[config.mk]
export PLATFORM = sky130hd
export DESIGN_NAME = rst_handshake_seq
export DESIGN_NICKNAME = d
export VERILOG_FILES = /design/src/rtl/rsthsk_pkg.sv /design/src/rtl/rsthsk_tick_cnt.sv /design/src/rtl/rsthsk_fsm.sv /design/src/rtl/rst_handshake_seq.sv
export SDC_FILE = /design/constraint.sdc
export NUM_CORES = 1
export LEC_CHECK = 0
export BUFFER_PORTS_ARGS = -buffer_cell sky130_fd_sc_hd__buf_2
export CORE_UTILIZATION = 55
export CTS_CLUSTER_DIAMETER = 100
export DETAILED_ROUTE_END_ITERATION = 7
export GPL_TIMING_DRIVEN = 0
export PLACE_DENSITY = 0.81
export REMOVE_ABC_BUFFERS = 1
export SKIP_LAST_GASP = 1
export SYNTH_ARGS = -nofsm -noshare
export SYNTH_HDL_FRONTEND = slang
export SYNTH_SLANG_ARGS = --single-unit
[constraint.sdc]
create_clock -name clk_i -period 1.9 [get_ports clk_i]
set_clock_uncertainty 0.15 [all_clocks]
set_input_delay 0.285 -clock clk_i [delete_from_list [all_inputs] [get_ports clk_i]]
set_output_delay 0.285 -clock clk_i [all_outputs]
set_load 0.05 [all_outputs]
[src/rtl/rsthsk_pkg.sv]
package rsthsk_pkg;

  typedef enum logic [2:0] {
    ST_IDLE,
    ST_WARN,
    ST_WAIT_ACK,
    ST_ASSERT_HOST,
    ST_ASSERT_GLOBAL,
    ST_RELEASE
  } seq_state_e;

  // True on the final tick of a window that spans 'limit' cycles.
  function automatic logic at_last_tick(input logic [63:0] cnt, input logic [63:0] limit);
    if (limit <= 64'd1) return 1'b1;
    return cnt == (limit - 64'd1);
  endfunction

  // Width of a counter that must hold values 0 .. limit-1.
  function automatic int cnt_bits(input longint unsigned limit);
    if (limit <= 2) return 1;
    return $clog2(limit);
  endfunction

endpackage

[src/rtl/rsthsk_tick_cnt.sv]
module rsthsk_tick_cnt
  import rsthsk_pkg::*;
#(
  parameter longint unsigned LIMIT = 16
) (
  input  logic clk_i,
  input  logic rst_ni,
  input  logic run_i,
  output logic last_o
);

  localparam int CW = cnt_bits(LIMIT);

  logic [CW-1:0] cnt_q;
  logic          wrap;

  assign wrap   = at_last_tick(64'(cnt_q), 64'(LIMIT));
  assign last_o = run_i && wrap;

  always_ff @(posedge clk_i or negedge rst_ni) begin
    if (!rst_ni)              cnt_q <= '0;
    else if (!run_i || wrap)  cnt_q <= '0;
    else                      cnt_q <= cnt_q + 1'b1;
  end

  // The window counters (acknowledge timeout R5, hold width R6) stay inside their span.
  assert_cnt_in_window_R5: assert property (@(posedge clk_i) disable iff (!rst_ni)
    64'(cnt_q) < 64'(LIMIT) || LIMIT == 0);

  // A stopped counter restarts from zero.
  assert_cnt_idle_zero_R6: assert property (@(posedge clk_i) disable iff (!rst_ni)
    !run_i |=> cnt_q == '0);

endmodule

[src/rtl/rsthsk_fsm.sv]
module rsthsk_fsm
  import rsthsk_pkg::*;
(
  input  logic clk_i,
  input  logic rst_ni,
  input  logic host_trig_i,
  input  logic glob_trig_i,
  input  logic cpu_ack_i,
  input  logic wait_last_i,
  input  logic hold_last_i,
  output logic wait_run_o,
  output logic hold_run_o,
  output logic warn_stb_o,
  output logic plat_rst_o,
  output logic glob_rst_o,
  output logic pwr_cycle_o
);

  seq_state_e state_q, state_d;
  logic       glob_kind_q, glob_kind_d;
  logic       escalated_q, escalated_d;

  // Named events for the assertions
  logic trig_any;
  logic trig_taken;
  logic ack_take;
  logic timeout_hit;

  assign trig_any    = host_trig_i || glob_trig_i;
  assign trig_taken  = (state_q == ST_IDLE) && trig_any;
  assign ack_take    = (state_q == ST_WAIT_ACK) && cpu_ack_i;
  assign timeout_hit = (state_q == ST_WAIT_ACK) && !cpu_ack_i && wait_last_i;

  always_comb begin
    state_d     = state_q;
    glob_kind_d = glob_kind_q;
    escalated_d = escalated_q;
    unique case (state_q)
      ST_IDLE: begin
        if (trig_any) begin
          state_d     = ST_WARN;
          glob_kind_d = glob_trig_i;
          escalated_d = 1'b0;
        end
      end
      ST_WARN:     state_d = ST_WAIT_ACK;
      ST_WAIT_ACK: begin
        if (ack_take) begin
          state_d = glob_kind_q ? ST_ASSERT_GLOBAL : ST_ASSERT_HOST;
        end else if (timeout_hit) begin
          state_d     = ST_ASSERT_GLOBAL;
          escalated_d = 1'b1;
        end
      end
      ST_ASSERT_HOST, ST_ASSERT_GLOBAL: begin
        if (hold_last_i) state_d = ST_RELEASE;
      end
      ST_RELEASE:  state_d = ST_IDLE;
      default:     state_d = ST_IDLE;
    endcase
  end

  always_ff @(posedge clk_i or negedge rst_ni) begin
    if (!rst_ni) begin
      state_q     <= ST_IDLE;
      glob_kind_q <= 1'b0;
      escalated_q <= 1'b0;
    end else begin
      state_q     <= state_d;
      glob_kind_q <= glob_kind_d;
      escalated_q <= escalated_d;
    end
  end

  assign wait_run_o  = (state_q == ST_WAIT_ACK);
  assign hold_run_o  = (state_q == ST_ASSERT_HOST) || (state_q == ST_ASSERT_GLOBAL);
  assign warn_stb_o  = (state_q == ST_WARN);
  assign plat_rst_o  = hold_run_o;
  assign glob_rst_o  = (state_q == ST_ASSERT_GLOBAL);
  assign pwr_cycle_o = (state_q == ST_ASSERT_GLOBAL) && escalated_q;

  assert_warn_one_cycle_R2: assert property (@(posedge clk_i) disable iff (!rst_ni)
    warn_stb_o |=> !warn_stb_o);

  assert_warn_after_trig_R2: assert property (@(posedge clk_i) disable iff (!rst_ni)
    trig_taken |=> warn_stb_o);

  assert_plat_needs_handshake_R3: assert property (@(posedge clk_i) disable iff (!rst_ni)
    $rose(plat_rst_o) |-> $past(ack_take || timeout_hit));

  assert_timeout_escalates_R5: assert property (@(posedge clk_i) disable iff (!rst_ni)
    timeout_hit |=> (pwr_cycle_o && glob_rst_o && plat_rst_o));

  assert_ack_no_power_R4: assert property (@(posedge clk_i) disable iff (!rst_ni)
    ack_take |=> !pwr_cycle_o);

  assert_idle_ack_ignored_R7: assert property (@(posedge clk_i) disable iff (!rst_ni)
    (state_q == ST_IDLE && !trig_any) |=> state_q == ST_IDLE);

  assert_busy_trig_ignored_R8: assert property (@(posedge clk_i) disable iff (!rst_ni)
    (state_q == ST_RELEASE) |=> (state_q == ST_IDLE && !warn_stb_o));

  assert_outputs_onehot_R1: assert property (@(posedge clk_i) disable iff (!rst_ni)
    $onehot0({warn_stb_o, plat_rst_o}));

endmodule

[src/rtl/rst_handshake_seq.sv]
module rst_handshake_seq
  import rsthsk_pkg::*;
#(
  parameter longint unsigned ACK_TIMEOUT = 400_000_000,
  parameter longint unsigned HOLD_CYCLES = 32
) (
  input  logic clk_i,
  input  logic rst_ni,
  input  logic host_trig_i,
  input  logic glob_trig_i,
  input  logic cpu_ack_i,
  output logic warn_stb_o,
  output logic plat_rst_o,
  output logic glob_rst_o,
  output logic pwr_cycle_o
);

  logic wait_run, wait_last;
  logic hold_run, hold_last;

  rsthsk_tick_cnt #(.LIMIT(ACK_TIMEOUT)) u_ack_window (
    .clk_i  (clk_i),
    .rst_ni (rst_ni),
    .run_i  (wait_run),
    .last_o (wait_last)
  );

  rsthsk_tick_cnt #(.LIMIT(HOLD_CYCLES)) u_hold_window (
    .clk_i  (clk_i),
    .rst_ni (rst_ni),
    .run_i  (hold_run),
    .last_o (hold_last)
  );

  rsthsk_fsm u_fsm (
    .clk_i       (clk_i),
    .rst_ni      (rst_ni),
    .host_trig_i (host_trig_i),
    .glob_trig_i (glob_trig_i),
    .cpu_ack_i   (cpu_ack_i),
    .wait_last_i (wait_last),
    .hold_last_i (hold_last),
    .wait_run_o  (wait_run),
    .hold_run_o  (hold_run),
    .warn_stb_o  (warn_stb_o),
    .plat_rst_o  (plat_rst_o),
    .glob_rst_o  (glob_rst_o),
    .pwr_cycle_o (pwr_cycle_o)
  );

  assert_pwr_implies_global_R5: assert property (@(posedge clk_i) disable iff (!rst_ni)
    pwr_cycle_o |-> (glob_rst_o && plat_rst_o));

  assert_release_gap_R6: assert property (@(posedge clk_i) disable iff (!rst_ni)
    $fell(plat_rst_o) |-> (!plat_rst_o && !warn_stb_o));

endmodule

Word-level counts from Yosys, hierarchy flattened
Cells that the tools add are included.

Flip-flop bits (word level): 39. Memories kept: 0. Word-level logic and storage cells: 49. Output and inout port bits: 4. Bits in latches: 0. ROM bits: 0. Bits in writable memories: 0. Input port bits: 5.

Equal/unequal tests: 11. Muxes and demuxes: 12. Bitwise logic cells: 0. Magnitude comparators: 0. Reduce and logical (&&, ||, !) cells: 19. Add/subtract/negate cells: 2. Div/mod/pow operators: 0. $mul: 0. Shift operators: 0.

Operators by type and width (count): 29-bit by 1-bit adder with 29-bit output, second input constant (1); 29-bit == test, second input constant (1); 29-bit 2-to-1 mux (1); 3-bit 2-to-1 mux (5); 3-bit one-hot mux with 4 select lines (1); 3-bit by 2-bit == test with 1-bit output, second input constant (2); 1-bit logical AND (6); 5-bit by 1-bit adder with 5-bit output, second input constant (1); 5-bit == test, second input constant (1); 5-bit 2-to-1 mux (1); 1-bit logical OR (4); 2-bit by 1-bit != test with 1-bit output, second input constant (2); 2-bit != test, second input constant (2); 4-bit AND reduction (1); 3-bit by 1-bit == test with 1-bit output, second input constant (1); 3-bit == test, second input constant (1); 1-bit zero test (3); 3-bit zero test (1); 1-bit 2-to-1 mux (3); 3-bit by 1-bit != test with 1-bit output, second input constant (1); 3-bit AND reduction (1); 1-bit one-hot mux with 2 select lines (1); 2-bit AND reduction (1); 2-bit nonzero test (1); 2-bit OR reduction (1).

Depth between registers and ports, before layout
Depth after elaboration: 6. Mapped depth: 7.

Hierarchy
From an unflattened synthesis, not the netlist that was laid out.

Cells, all modules: 222. Area, all modules: 2189.6 um^2.

Modules (own cells, without submodules): rsthsk_tick_cnt at u_ack_window (cells an instance 162, times used 1, area each 1580.3 um^2, sequential area each 725.7 um^2); rsthsk_fsm (cells an instance 39, times used 1, area each 375.4 um^2, sequential area each 125.1 um^2); rsthsk_tick_cnt at u_hold_window (cells an instance 21, times used 1, area each 234.0 um^2, sequential area each 125.1 um^2).

Worst setup path before layout
OpenSTA, ideal clock, no wires.

Kind: flip-flop to output port. Start point: reg u_fsm.state_q[1]. End point: out pwr_cycle_o. Buffers on the path: 0. Data arrival time: 2416 ps. Slack: -951 ps. Data required time: 1465 ps. Stages on the path, launching flop included: 3. Cell sequence: dfrtp_1 nor3b_1 and2_1.

Longest elaborated chain between the ends: 2.

RTL lines: from (decl) (line rsthsk_fsm.sv:19) `seq_state_e state_q, state_d;`; from (signal assigned) (line rsthsk_fsm.sv:69) `state_q <= state_d;`; 3-bit == test; named net glob_rst_o (line rst_handshake_seq.sv:14) `output logic glob_rst_o,`; 1-bit logical AND (line rsthsk_fsm.sv:80) `assign pwr_cycle_o = (state_q == ST_ASSERT_GLOBAL) && escalated_q;`; to (decl) (line rst_handshake_seq.sv:15) `output logic pwr_cycle_o`.

The timed path passes the listed nets, and every way through them passes these cells.

Worst setup path after layout
Start point: reg u_ack_window.cnt_q[7]. End point: reg u_ack_window.cnt_q[3].

Longest elaborated chain between the ends: 3.

RTL lines: from (decl) (line rsthsk_tick_cnt.sv:14) `logic [CW-1:0] cnt_q;`; from (signal assigned) (line rsthsk_tick_cnt.sv:23) `else cnt_q <= cnt_q + 1'b1;`; 29-bit == test (line rsthsk_pkg.sv:15) `return cnt == (limit - 64'd1);`; 1-bit logical OR (line rsthsk_tick_cnt.sv:22) `else if (!run_i || wrap) cnt_q <= '0;`; 29-bit 2-to-1 mux (line rsthsk_tick_cnt.sv:22).

Every way passes these cells. A chain may end at the register's enable or synchronous reset.

==> results.sh <==
export IMPL_status="finished, violations left"
export IMPL_violations="setup timing"
export IMPL_initial_antenna_violation_count=0
export IMPL_antenna_cells_inserted=0
export IMPL_synthDominantAreaCellType="dfrtp_1"
export IMPL_path_buf_inv=4
export IMPL_rsz0062_at_grt="yes"
export IMPL_worst_setup_path_start_kind="flip-flop"
export IMPL_fin_nets=279
export IMPL_hold_path_end="u_fsm.glob_kind_q$_DFFE_PN0P_"
export IMPL_synth_enable_flop_cells=0
export IMPL_setup_viol=29
export IMPL_async_reset_ff_share_pct=100
export IMPL_clkSinkCount=39
export IMPL_wirelength_um=6200
export IMPL_cp_arrival_ns=2.06
export IMPL_crit_start="u_ack_window.cnt_q[7]$_DFF_PN0_"
export IMPL_max_slew_margin_pct=42.6
export IMPL_ctsHtreeMaxLevel=2
export IMPL_yosys_most_used_dff="dfrtp_1"
export IMPL_grt_pass1_vias=2030
export IMPL_critical_path_top_delay_family="simple AND/OR/NAND/NOR gates"
export IMPL_power_leakage_nw=1.16
export IMPL_clock_transition_at_the_registers_of_the_reported_paths_ns=0.08
export IMPL_layout_cells_most_common="buf_4"
export IMPL_fp_dieArea_mm2=0.00415
export IMPL_worst_skew_pair_late_latency_ns=0.31
export IMPL_synthToLayoutAreaGrowth_pct=33.6
export IMPL_drcViolationCount=0
export IMPL_clk_root_buffer_cell="clkbuf_8"
export IMPL_cts_path_max_buffers=2
export IMPL_placement_setup_worst_slack_ns=-0.649
export IMPL_starting_density_of_the_core_pct=58.1
export IMPL_maxSlewViolCount=0
export IMPL_grt_start_max_net_pins=40
export IMPL_whs_path_depth=2
export IMPL_drt_first_iter_violations=317
export IMPL_hpwl_um=2840
export IMPL_timing_worst_slew_pin_value_ns=0.862
export IMPL_layout_cells_most_common_list="buf_4 (32), dfrtp_1 (30), nand2_1 (16)"
export IMPL_criticalPathCategory="flip-flop to flip-flop"
export IMPL_post_synthesis_register_bit_count=39
export IMPL_worstReg2RegStart="u_ack_window.cnt_q[7]$_DFF_PN0_"
export IMPL_peakVddDrop_mv=0.456
export IMPL_vias=2109
export IMPL_cap_violations=0
export IMPL_drtAntennaViolNets=0
export IMPL_worst_r2r_setup_slack_ns=-0.16
export IMPL_critPathCaptureType="flip-flop"
export IMPL_fmax_mhz=486
export IMPL_critical_path_max_stage_delay_ns=0.41
export IMPL_yosysSeqAreaShare_pct=45.6
export IMPL_first_pass_iteration_count_of_the_detailed_router=5
export IMPL_yosysTopAreaCellShare_pct=45.6
export IMPL_number_of_cells_on_the_worst_reg_to_reg_path=8
export IMPL_fin_ws_ns=-0.156
export IMPL_critical_path_reg2reg_endpoint="u_ack_window.cnt_q[3]$_DFF_PN0_"
export IMPL_post_layout_nonfiller_instances=320
export IMPL_critical_path_top_cell_by_count="buf_4"
export IMPL_place_gp_congestion=0.776
export IMPL_maximum_fanout_along_the_worst_path=6
export IMPL_synth_lib_cells_used_distinct=42
export IMPL_cts_buffers=5
export IMPL_detail_route_vias_per_cell=6.59
export IMPL_finalCriticalPeriod_ns=2.06
export IMPL_drt_wirelength_per_cell_um=19.4
export IMPL_synthCells=225
export IMPL_post_synth_cell_area_avg_um2=9.52
export IMPL_power_density_mw_per_mm2=826
export IMPL_floorplan_die_width_um=64.4
export IMPL_slowest_stage="dfrtp_1"
export IMPL_global_route_overflow_total=0
export IMPL_synth_area_leaders="dfrtp_1 (46%), a211oi_1 (5.3%), nand3_1 (3.5%), xor2_1 (3.3%), nor3_1 (3.0%)"
export IMPL_synth_warning_count=0
export IMPL_hold_vio_cnt_final=0
export IMPL_die_height_um=64.4
export IMPL_syn_area_mm2=0.00214
export IMPL_post_route_cells_drive_above_1_share_pct=37.1
export IMPL_design_core_area_mm2=0.00369
export IMPL_routed_wl_met2_um=2960
export IMPL_power_total_mw=2.36
export IMPL_clock_tree_from_tritoncts="built"
export IMPL_hp_start="glob_trig_i"
export IMPL_placementRows=22
export IMPL_required_ns=1.91
export IMPL_post_place_cells=271
export IMPL_top_signal_layer_used="met4"
export IMPL_wl_met1_um=2560
export IMPL_worstPathCellList="buf_4 -> and4_4 -> nand3_1 -> nor4_4 -> buf_6 -> buf_4 -> buf_8 -> nor3_1"
export IMPL_final_period_utilization_pct=108
export IMPL_track_usage_pct=31.8
export IMPL_min_path_type="input port to flip-flop"
export IMPL_grt_first_pass_wirelength_um=9940
export IMPL_met3_wirelength_um=383
export IMPL_place_port_buffers=8
export IMPL_design_portCount=9
[where the power goes]
part | switching [mW] | leakage [nW] | internal (mW)
Clock | 0.302 | 0.0612 | 0.425
Sequential | 0.0994 | 0.523 | 0.900
Combinational | 0.395 | 0.580 | 0.241
[layout make-up]
type	count	area, um2
Multi-Input combinational cell	170	1250
Sequential cell	39	987
Fill cell	217	827
Timing Repair Buffer	50	429
Clock buffer	6	82.6
Tap cell	48	60.1
Clock inverter	2	35.0
Inverter	5	18.8
[flip-flops by register name, summed over array words and instances, names as in the netlist]
signal and cells:
u_fsm.escalated_q 1, u_fsm.state_q 3, u_hold_window.cnt_q 5, u_fsm.glob_kind_q 1, u_ack_window.cnt_q 29
[how the worst max path moves through the flow]
| stage | endpoint | slack (ns) | depth (start not counted) |
|---|---|---|---|
| after floorplan | u_fsm.escalated_q$_DFFE_PN0P_ | -1.78 | 5 |
| after global placement | u_fsm.escalated_q$_DFFE_PN0P_ | -3.12 | 5 |
| after detailed placement | u_fsm.state_q[1]$_DFFE_PN0P_ | -0.65 | 6 |
| after CTS | u_ack_window.cnt_q[24]$_DFF_PN0_ | -0.09 | 4 |
| after global routing | u_ack_window.cnt_q[3]$_DFF_PN0_ | -0.23 | 8 |
| final | u_ack_window.cnt_q[3]$_DFF_PN0_ | -0.16 | 8 |
[layer usage]
metal,up-vias,GRT usage (%)
met4,0,20.0
met2,102,49.9
met5,-,0
met1,1025,40.5
li1,945,-
met3,37,5.54
[stage by stage]
stage / cell area (um2) / hold WS (ns) / setup TNS (ns) / util [%]
2_1_floorplan: 2070 / -0.161 / -54.85 / -
3_3_place_gp: 2170 / 0.287 / -85.21 / 58.7
3_5_place_dp: 2190 / 0.291 / -16.36 / 59.5
4_1_cts: 2760 / 0.0973 / -1.12 / 74.7
5_1_grt: 2860 / 0.103 / -5.03 / 77.6
6_report: 2860 / 0.0985 / -2.90 / 77.6
[Yosys cell counts, drive strengths merged, types with 4 or more instances]
library cell  count
nor2             10
dfrtp            39
o31ai             7
xnor2             4
nand4            11
a211oi           15
buf               5
xor2              8
o21ai            11
or4               8
or3              10
and3              6
nand3            15
clkbuf            6
nor3             13
inv               5
nand2            17
[kinds of logic (layout without fill, tap and decap cells)]
logic type	Yosys count	in the layout	share of synthesized area (%)
AOI/OAI and AO/OA	45	45	14.4
xor gates and xnor gates	12	12	4.91
adders and majority gates	3	3	1.75
buffers and inverters	17	63	4.44
DFF	39	39	45.6
and+or+nand+nor	109	110	29.0
[repair_timing]
action	in CTS	in global routing
pin swaps	15	5
gates cloned	3	0
hold buffers	1	0
endpoints found under the setup margin	35	33
resized for setup	47	10
buffers inserted	29	8
hold endpoints to repair	39	0
Note: power is estimated with default switching activity, not from simulation.
